[src/rtl/fbw_pkg.sv]
package fbw_pkg;

    typedef enum logic [1:0] {
        ROT_0   = 2'd0,
        ROT_90  = 2'd1,
        ROT_180 = 2'd2,
        ROT_270 = 2'd3
    } fbw_rot_e;

    typedef enum logic [1:0] {
        ST_IDLE = 2'd0,
        ST_CALC = 2'd1,
        ST_WALK = 2'd2,
        ST_DONE = 2'd3
    } fbw_state_e;

endpackage

[src/rtl/fbw_geom.sv]
module fbw_geom
    import fbw_pkg::*;
#(
    parameter int CW  = 12,
    parameter int PW  = 16,
    parameter int BW  = 3,
    parameter int AW  = 32,
    parameter int PLW = 2
) (
    input  logic [CW-1:0]  x,
    input  logic [CW-1:0]  y,
    input  logic [CW-1:0]  w,
    input  logic [CW-1:0]  h,
    input  logic [PW-1:0]  pitch,
    input  logic [BW-1:0]  bpp,
    input  logic [1:0]     rot,
    input  logic [PLW-1:0] plane_idx,
    input  logic [1:0]     hsub,
    input  logic [1:0]     vsub,
    input  logic [AW-1:0]  base,
    output logic [AW-1:0]  off,
    output logic [AW-1:0]  xs,
    output logic [AW-1:0]  ps,
    output logic [CW-1:0]  run_w,
    output logic [CW-1:0]  run_h
);

    localparam int CPAD = AW - CW;
    localparam int PPAD = AW - PW;
    localparam int BPAD = AW - BW;

    fbw_rot_e       r;
    logic [1:0]     shf [2];
    logic [AW-1:0]  cx, cy, cwid, chgt, cp, cb, wm1;
    logic [AW-1:0]  row, col;

    assign r = fbw_rot_e'(rot);

    // axis 0 is horizontal, axis 1 vertical; plane 0 never subsamples
    generate
        for (genvar a = 0; a < 2; a++) begin : g_axis
            if (a == 0) begin : g_h
                assign shf[a] = (plane_idx == '0) ? 2'd0 : hsub;
            end else begin : g_v
                assign shf[a] = (plane_idx == '0) ? 2'd0 : vsub;
            end
        end
    endgenerate

    // quarter turns exchange the walk dimensions
    assign run_w = rot[0] ? h : w;
    assign run_h = rot[0] ? w : h;

    assign cx   = {{CPAD{1'b0}}, x};
    assign cy   = {{CPAD{1'b0}}, y};
    assign cwid = {{CPAD{1'b0}}, run_w};
    assign chgt = {{CPAD{1'b0}}, run_h};
    assign cp   = {{PPAD{1'b0}}, pitch};
    assign cb   = {{BPAD{1'b0}}, bpp};
    assign wm1  = cwid - 1'b1;

    always_comb begin
        unique case (r)
            ROT_0: begin
                row = cy >> shf[1];
                col = cx >> shf[0];
                xs  = cp - ((cwid >> shf[0]) * cb);
                ps  = '0;
            end
            ROT_180: begin
                row = (cy + chgt - 1'b1) >> shf[1];
                col = (cx + cwid - 1'b1) >> shf[0];
                xs  = (((wm1 >> shf[0]) - 1'b1) * cb) - cp;
                ps  = '0 - (cb << 1);
            end
            ROT_90: begin
                row = (cy + cwid - 1'b1) >> shf[1];
                col = cx >> shf[0];
                xs  = (wm1 >> shf[1]) * cp;
                ps  = '0 - cp - cb;
            end
            ROT_270: begin
                row = cy >> shf[1];
                col = (cx + chgt - 1'b1) >> shf[0];
                xs  = '0 - ((wm1 >> shf[1]) * cp) - (cb << 1);
                ps  = cp - cb;
            end
        endcase
    end

    assign off = base + (row * cp) + (col * cb);

endmodule

[src/rtl/fbw_walk.sv]
module fbw_walk
    import fbw_pkg::*;
#(
    parameter int CW = 12,
    parameter int BW = 3,
    parameter int AW = 32
) (
    input  logic          clk,
    input  logic          rst_n,
    input  logic          start,
    input  logic          dims_ok,
    input  logic [AW-1:0] g_off,
    input  logic [AW-1:0] g_xs,
    input  logic [AW-1:0] g_ps,
    input  logic [CW-1:0] g_w,
    input  logic [CW-1:0] g_h,
    input  logic [BW-1:0] bpp,
    output logic          load_cfg,
    output logic [AW-1:0] start_offset,
    output logic [AW-1:0] line_stride,
    output logic [AW-1:0] pix_stride,
    output logic [AW-1:0] addr,
    output logic          addr_valid,
    output logic          addr_last,
    output logic          done
);

    localparam int BPAD = AW - BW;

    fbw_state_e     state, nxt;
    logic [CW-1:0]  px, ln, wlen, hlen;
    logic           eol, at_end, latch;
    logic [AW-1:0]  step;

    assign eol    = (px == (wlen - 1'b1));
    assign at_end = eol && (ln == (hlen - 1'b1));
    assign step   = {{BPAD{1'b0}}, bpp} + (eol ? line_stride : pix_stride);

    // state register
    always_ff @(posedge clk) begin
        if (!rst_n) state <= ST_IDLE;
        else        state <= nxt;
    end

    // transitions: accept, latch, finish, rearm
    always_comb begin
        nxt = state;
        unique case (state)
            ST_IDLE: if (start && dims_ok) nxt = ST_CALC;
            ST_CALC: nxt = ST_WALK;
            ST_WALK: if (at_end) nxt = ST_DONE;
            ST_DONE: nxt = ST_IDLE;
        endcase
    end

    // outputs decoded from state
    always_comb begin
        load_cfg   = 1'b0;
        latch      = 1'b0;
        addr_valid = 1'b0;
        addr_last  = 1'b0;
        done       = 1'b0;
        unique case (state)
            ST_IDLE: load_cfg = start && dims_ok;
            ST_CALC: latch = 1'b1;
            ST_WALK: begin
                addr_valid = 1'b1;
                addr_last  = at_end;
            end
            ST_DONE: done = 1'b1;
        endcase
    end

    // address accumulator and counters
    always_ff @(posedge clk) begin
        if (!rst_n) begin
            start_offset <= '0;
            line_stride  <= '0;
            pix_stride   <= '0;
            addr         <= '0;
            px           <= '0;
            ln           <= '0;
            wlen         <= '0;
            hlen         <= '0;
        end else if (latch) begin
            start_offset <= g_off;
            line_stride  <= g_xs;
            pix_stride   <= g_ps;
            addr         <= g_off;
            px           <= '0;
            ln           <= '0;
            wlen         <= g_w;
            hlen         <= g_h;
        end else if (addr_valid) begin
            addr <= addr + step;
            if (eol) begin
                px <= '0;
                ln <= ln + 1'b1;
            end else begin
                px <= px + 1'b1;
            end
        end
    end

endmodule

[src/rtl/fb_rot_walker.sv]
module fb_rot_walker
    import fbw_pkg::*;
#(
    parameter int CW  = 12,
    parameter int PW  = 16,
    parameter int BW  = 3,
    parameter int AW  = 32,
    parameter int NPL = 3,
    parameter int PLW = (NPL > 1) ? $clog2(NPL) : 1
) (
    input  logic           clk,
    input  logic           rst_n,
    input  logic           start,
    input  logic [CW-1:0]  src_x,
    input  logic [CW-1:0]  src_y,
    input  logic [CW-1:0]  src_w,
    input  logic [CW-1:0]  src_h,
    input  logic [PW-1:0]  pitch,
    input  logic [BW-1:0]  bpp,
    input  logic [1:0]     rot,
    input  logic [PLW-1:0] plane_idx,
    input  logic [1:0]     hsub_log2,
    input  logic [1:0]     vsub_log2,
    input  logic [AW-1:0]  plane_base,
    output logic [AW-1:0]  start_offset,
    output logic [AW-1:0]  line_stride,
    output logic [AW-1:0]  pix_stride,
    output logic [AW-1:0]  addr,
    output logic           addr_valid,
    output logic           addr_last,
    output logic           done
);

    logic           load_cfg, dims_ok;
    logic [CW-1:0]  k_x, k_y, k_w, k_h;
    logic [PW-1:0]  k_pitch;
    logic [BW-1:0]  k_bpp;
    logic [1:0]     k_rot, k_hs, k_vs;
    logic [PLW-1:0] k_pl;
    logic [AW-1:0]  k_base;
    logic [AW-1:0]  g_off, g_xs, g_ps;
    logic [CW-1:0]  g_w, g_h;

    assign dims_ok = (src_w != '0) && (src_h != '0);

    // request capture, only on an accepted start
    always_ff @(posedge clk) begin
        if (!rst_n) begin
            k_x     <= '0;
            k_y     <= '0;
            k_w     <= '0;
            k_h     <= '0;
            k_pitch <= '0;
            k_bpp   <= '0;
            k_rot   <= '0;
            k_hs    <= '0;
            k_vs    <= '0;
            k_pl    <= '0;
            k_base  <= '0;
        end else if (load_cfg) begin
            k_x     <= src_x;
            k_y     <= src_y;
            k_w     <= src_w;
            k_h     <= src_h;
            k_pitch <= pitch;
            k_bpp   <= bpp;
            k_rot   <= rot;
            k_hs    <= hsub_log2;
            k_vs    <= vsub_log2;
            k_pl    <= plane_idx;
            k_base  <= plane_base;
        end
    end

    fbw_geom #(
        .CW(CW), .PW(PW), .BW(BW), .AW(AW), .PLW(PLW)
    ) i_geom (
        .x(k_x), .y(k_y), .w(k_w), .h(k_h),
        .pitch(k_pitch), .bpp(k_bpp), .rot(k_rot),
        .plane_idx(k_pl), .hsub(k_hs), .vsub(k_vs), .base(k_base),
        .off(g_off), .xs(g_xs), .ps(g_ps), .run_w(g_w), .run_h(g_h)
    );

    fbw_walk #(
        .CW(CW), .BW(BW), .AW(AW)
    ) i_walk (
        .clk(clk), .rst_n(rst_n), .start(start), .dims_ok(dims_ok),
        .g_off(g_off), .g_xs(g_xs), .g_ps(g_ps), .g_w(g_w), .g_h(g_h),
        .bpp(k_bpp), .load_cfg(load_cfg),
        .start_offset(start_offset), .line_stride(line_stride),
        .pix_stride(pix_stride), .addr(addr), .addr_valid(addr_valid),
        .addr_last(addr_last), .done(done)
    );

endmodule

[config.mk]
export PLATFORM = sky130hd
export DESIGN_NAME = fb_rot_walker
export DESIGN_NICKNAME = d
export VERILOG_FILES = /design/src/rtl/fbw_pkg.sv /design/src/rtl/fbw_geom.sv /design/src/rtl/fbw_walk.sv /design/src/rtl/fb_rot_walker.sv
export SDC_FILE = /design/constraint.sdc
export NUM_CORES = 2
export LEC_CHECK = 0
export ABC_AREA = 1
export BUFFER_PORTS_ARGS = -buffer_cell sky130_fd_sc_hd__buf_2
export CAP_MARGIN = 40
export CORE_UTILIZATION = 55
export DETAILED_ROUTE_END_ITERATION = 16
export GPL_ROUTABILITY_DRIVEN = 0
export PLACE_DENSITY = 0.73
export REMOVE_ABC_BUFFERS = 1
export SYNTH_ARGS = -nofsm -noshare
export SYNTH_HDL_FRONTEND = slang
export SYNTH_SLANG_ARGS = --single-unit
[constraint.sdc]
create_clock -name clk -period 11.15 [get_ports clk]
set_clock_uncertainty 0.1 [all_clocks]
set_input_delay 2.23 -clock clk [delete_from_list [all_inputs] [get_ports clk]]
set_output_delay 2.23 -clock clk [all_outputs]
set_load 0.05 [all_outputs]
# Word-level counts from Yosys, hierarchy flattened

Cells that the tools add are included.

Word-level logic and storage cells: 105
Bits in registers: 285
Input bits: 110
Output and inout port bits: 131

$add $sub $neg: 26
Bitwise gates (word level): 1
$mul: 5
Muxes and demuxes: 20
Shifts and indexed selects: 9
Eq/ne operators: 10
Reductions and logical operators: 14

Operators with widths:

| operator              | number |
|---|---|
| $pmux 32 s4           | 2 |
| $pmux 32 s3           | 2 |
| $shr 32x2->32         | 6 |
| $sub 32x1->32 const B | 5 |
| $add 32x32->32        | 3 |
| $mul 32x3->32         | 3 |
| $mux 32               | 3 |
| $shr 12x2->32         | 3 |
| $mul 32x16->32        | 2 |
| $add 12x12->13        | 4 |
| $mux 12               | 3 |
| $add 3x32->32         | 1 |
| $sub 1x32->32 const A | 1 |
| $sub 16x32->32        | 1 |
| $sub 32x16->32        | 1 |
| $sub 32x3->32         | 1 |
| $sub 32x4->32         | 1 |
| $add 12x1->12 const B | 2 |
| $eq 12x12->1          | 2 |
| $reduce_bool 12->1    | 2 |
| $sub 12x1->12 const B | 2 |
| $sub 1x16->17 const A | 1 |
| $sub 16x3->17         | 1 |
| $sub 12x1->13 const B | 1 |
| 13 further kinds      | 32 |

# Logic depth before layout (Yosys ltp)

Depth after elaboration: 9
Gate-level depth with buffers: 65

# By module

From an unflattened synthesis, not the netlist that was laid out.

Cells, all modules: 7017
Area total of the unflattened synthesis: 49221.0 sq um

Modules (own cells, without submodules):

| module        | cells an instance | times used | area an instance (sq um) |
|---|---|---|---|
| fbw_geom      | 5028              | 1          | 35178.7 |
| fbw_walk      | 1502              | 1          | 10264.8 |
| fb_rot_walker | 487               | 1          | 3777.4 |

# Worst setup path before layout

No wires, ideal clock.

Kind: register -> register
Start point: register k_rot[0]
End point: register i_walk.addr[28]
Cell stages (with the launch flop): 60
Path buffers: 4
Required time: 10.941 ns
Library setup time: 0.109 ns
Slack: 1.111 ns
Arrival time: 9.830 ns
Clock period less this slack: 10.039 ns
Path through: dfxtp_1 -> ha_1 -> clkbuf_1 -> inv_1 -> clkbuf_1 -> buf_1 -> buf_1 -> nand2_1 -> o21ai_0 -> ha_1 -> inv_1 -> fa_1 -> xnor2_1 -> inv_1 -> nand2_1 -> nor2_1 -> inv_1 -> nor2_1 -> [... 24 more ...] -> nand2_1 -> inv_1 -> a21boi_0 -> o21ai_0 -> nand2_1 -> nand2_1 -> nand3_1 -> nand2_1 -> nand2_1 -> nand2_1 -> nand2_1 -> nand3_1 -> a21boi_0 -> o21ai_0 -> o21ai_0 -> nand3_1 -> nand2_1 -> inv_1

Cells in the longest elaborated chain, start to end: 9
Elaborated cells between the ends (all ways): 27
Classes of those cells: add/sub (10); mul (2); eq/ne (3); shift (4); mux (5); reduce/logical (3)

Ends and longest elaborated chain:

| element                           | RTL line                       | RTL |
|---|---|---|
| start: declaration                | fb_rot_walker.sv:38            | `logic [1:0] k_rot, k_hs, k_vs;` |
| start signal: assignment          | fb_rot_walker.sv:67            | `k_rot <= rot;` |
| $mux 12 (on tied branches)        | fbw_geom.sv:51, fbw_geom.sv:52 |  |
| $add 12x12->13 (on tied branches) | fbw_geom.sv:77, fbw_geom.sv:71 |  |
| $sub 32x1->32 (on tied branches)  | fbw_geom.sv:77, fbw_geom.sv:71 |  |
| $shr 32x2->32 (on tied branches)  | fbw_geom.sv:77, fbw_geom.sv:71 |  |
| $pmux 32 s3                       | fbw_geom.sv:63                 | `unique case (r)` |
| $mul 32x16->32                    | fbw_geom.sv:91                 | `assign off = base + (row * cp) + (col * cb);` |
| $add 32x32->32                    | fbw_geom.sv:91                 |  |
| $add 32x32->32 *                  | fbw_geom.sv:91                 |  |
| $mux 32 *                         | fbw_walk.sv:85                 | `end else if (latch) begin` |
| end signal: assignment            | fbw_walk.sv:89                 | `addr <= g_off;` |
| end signal: assignment            | fbw_walk.sv:95                 | `addr <= addr + step;` |
| end: declaration                  | fbw_walk.sv:22                 | `output logic [AW-1:0] addr,` |

Every way passes the cells marked *; elsewhere a longest branch is shown, timed or not.
A chain may end at the register's enable or synchronous reset.

# Worst setup path after layout

Start point: register k_rot[0]
End point: register i_walk.start_offset[31]

Cells in the longest elaborated chain, start to end: 8
Elaborated cells between the ends (all ways): 26
Classes of those cells: add/sub (10); mul (2); eq/ne (3); shift (4); mux (4); reduce/logical (3)

Ends and longest elaborated chain:

| element                           | RTL line                       | RTL |
|---|---|---|
| $mux 12 (on tied branches)        | fbw_geom.sv:51, fbw_geom.sv:52 |  |
| $add 12x12->13 (on tied branches) | fbw_geom.sv:77, fbw_geom.sv:71 |  |
| $sub 32x1->32 (on tied branches)  | fbw_geom.sv:77, fbw_geom.sv:71 |  |
| $shr 32x2->32 (on tied branches)  | fbw_geom.sv:77, fbw_geom.sv:71 |  |
| $pmux 32 s3                       | fbw_geom.sv:63                 |  |
| $mul 32x16->32                    | fbw_geom.sv:91                 |  |
| $add 32x32->32                    | fbw_geom.sv:91                 |  |
| $add 32x32->32 *                  | fbw_geom.sv:91                 |  |
| end signal: assignment            | fbw_walk.sv:86                 | `start_offset <= g_off;` |
| end: declaration                  | fbw_walk.sv:19                 | `output logic [AW-1:0] start_offset,` |

Marks and branches as above.

==> run metrics <==
ratio of cells with drive above 1 in the final layout=8.524%; Worst-Margin Slew=0.9576 ns; setup_tns=0 ns; Worst Hold Class=register to register; WL/cell=19.70 um; Yosys top cell area share=30.19%; most common library cells after synthesis=inv_1, nand2_1, fa_1; crit path capture type=register; CP required=11.58 ns; H-tree level count=2; Synth area leaders=fa_1, dfxtp_1, inv_1; largest net degree at the start of global routing=84; CP bufs+invs=12; hold_buf cts=0; num rows=108; RSZ-0062 raised after global routing=false; startpoint types=register; number of enable flip-flop cells after synthesis=0; die area=89,570 um^2; crit-path most repeated cell=nand2_1; fin crit period=10.49 ns; synthesized cell area=48,610 um^2; slew margin rel.=36.16%; worst skew pair latency=0.61 ns; arrival time at the worst endpoint=10.92 ns; CTS tree=yes; final setup vio count=0; clk root buf=clkbuf_16; Final Hold Viols=0; ys async rst share=0%; status=complete, no violations; CTS buffer count=37; max-slew violations=0; GRT Resource Usage Total=35.70%; Initial Util=55.77%; clk buf depth=3; Layout area overhead=8.078%; predominant post-synthesis flop cell=dfxtp_1; Reg clk slew, reported paths=0.06 ns; Die Wd=299.3 um; Mapped Avg Cell Area=7.258 um^2; vias in the first global route=45,231; DR vias/cell=5.632; CP max stage cell=fa_1; CP delay by family, top=adder cells; cells after synthesis=6,697; PortBufs=240; first-pass GRT wire length=247,900 um; Final nets=8,044; Worst path max stage delay=0.58 ns; Synth cell types=70; area leader, netlist=fa_1; grt ovf=0; Die Height=299.3 um; Sink Count=285; synthesized flop and latch total=285; Max-Cap Viols=0; DRC viols=0; Peak Freq=0.09535 GHz; ANT nets after route=0; final WL=158,200 um; # IOs=241; register area share after synthesis=11.74%; Worst Path Class, Setup=register to register; Ys Warns=0; Initial DRT Pass Iterations=8; vias post-DR=45,236; hpwl dp=128,000 um; count leader, synth=inv_1; initial antenna violation count=2; CP Max Fanout=14; DR iter-0 viols=3,838; fin crit share=94.06%; Core Area=87,160 um^2
[metrics by stage]
step           hold slack, ns  area (um^2)  cells  utilization, %  worst slack (ns)
2_1_floorplan          0.3395        47610   6444               -            0.1297
4_1_cts                0.3543        52470   8026           60.20            0.3867
6_report               0.3534        52530   8032           60.27            0.6623
5_1_grt                0.3738        52530   8031           60.27           0.01380
3_3_place_gp           0.3360        51170   7955           58.71            0.6156
3_5_place_dp           0.3403        51270   7963           58.83            0.4026
[flip-flops by register name, indices dropped and copies added, names as in the netlist, 3 cells and up]
signal and count:
i_walk.addr 32, i_walk.line_stride 32, i_walk.pix_stride 32, i_walk.start_offset 32, k_base 32, k_pitch 16
i_walk.hlen 12, i_walk.ln 12, i_walk.px 12, i_walk.wlen 12, k_h 12, k_w 12
k_x 12, k_y 12, k_bpp 3
[timing repair]
item / CTS / global route
hold endpoints to repair: 0 / 0
gates resized for setup: 0 / 23
buffers inserted: 0 / 4
setup endpoints to repair: 0 / 27
[layout by cell type (no fill, tap or decap), types with 7 or more instances in the layout]
cell type	n
buf_2	240
a21boi_0	11
nor2_1	700
nor2_2	7
ha_1	348
o21a_1	15
o21ai_1	38
buf_4	123
inv_1	1386
a21oi_1	396
a211oi_1	10
nor4_1	10
o21ai_0	481
nor3_1	45
xor2_1	106
clkbuf_1	7
or2_1	8
nand3b_1	10
o21bai_1	7
nor2_4	9
nand4_1	31
nand2_2	21
o221ai_1	8
nand3_1	213
clkinv_1	13
inv_6	8
xnor2_1	44
fa_1	733
a31oi_1	31
o21ai_2	18
inv_2	17
o22ai_1	28
dfxtp_1	281
o211ai_1	61
nand2_1	1212
clkbuf_16	38
or2_2	45
o31ai_1	12
mux2i_1	8
[logic make-up (layout without fill, tap and decap cells)]
logic type               Yosys count  in the layout  share of synthesized area [%]
AND/OR/NAND/NOR                 2341           2341                          19.96
buffers and inverters           1676           1854                          13.04
AO/OA/AOI/OAI                   1151           1151                          13.11
adder cells (fa/ha/maj)         1083           1083                          39.20
flip-flops                       285            285                          11.74
XOR/XNOR                         153            153                          2.788
multiplexers                       8              8                         0.1648
other                              0              2                              0
[worst register-to-register path, delay by kind of cell (launching register included)]
family / cells / cell delay (ns)
AO/OA/AOI/OAI: 7 / 1.55
flip-flops: 1 / 0.43
buffers and inverters: 12 / 1.17
AND/OR/NAND/NOR: 20 / 2.12
adder cells (fa/ha/maj): 12 / 5.06
[worst paths after layout]
path / from / end / slack, ns / cells after the start
worst min register to register: i_walk.start_offset[22] / i_walk.start_offset[22] / 0.35 / 2
worst min-delay path: i_walk.start_offset[22] / i_walk.start_offset[22] / 0.35 / 2
worst max-delay path: k_rot[0] / i_walk.start_offset[31] / 0.66 / 51
worst max register to register: k_rot[0] / i_walk.start_offset[31] / 0.66 / 51
[per-layer routing]
layer | up-vias | GRT usage, % | part of all wire [%]
li1 | 20976 | - | -
met1 | 21542 | 45.09 | 38
met2 | 2194 | 57.00 | 44
met3 | 524 | 8.190 | 11
met4 | 0 | 18.99 | 6.1
met5 | - | 0 | 0
[cell type report]
| cell class | count | area [um^2] |
|---|---|---|
| Multi-Input combinational cell | 4736 | 36600 |
| Fill cell | 8071 | 34630 |
| Sequential cell | 285 | 5710 |
| Inverter | 1423 | 5363 |
| Timing Repair Buffer | 368 | 2213 |
| Tap cell | 1155 | 1445 |
| Clock buffer | 48 | 1018 |
| Clock inverter | 15 | 178.9 |
| Antenna cell | 2 | 5.005 |
Power is left out: the tool's default activity adds up to more than one toggle a clock period on the data nets, which glitch-free logic cannot reach.
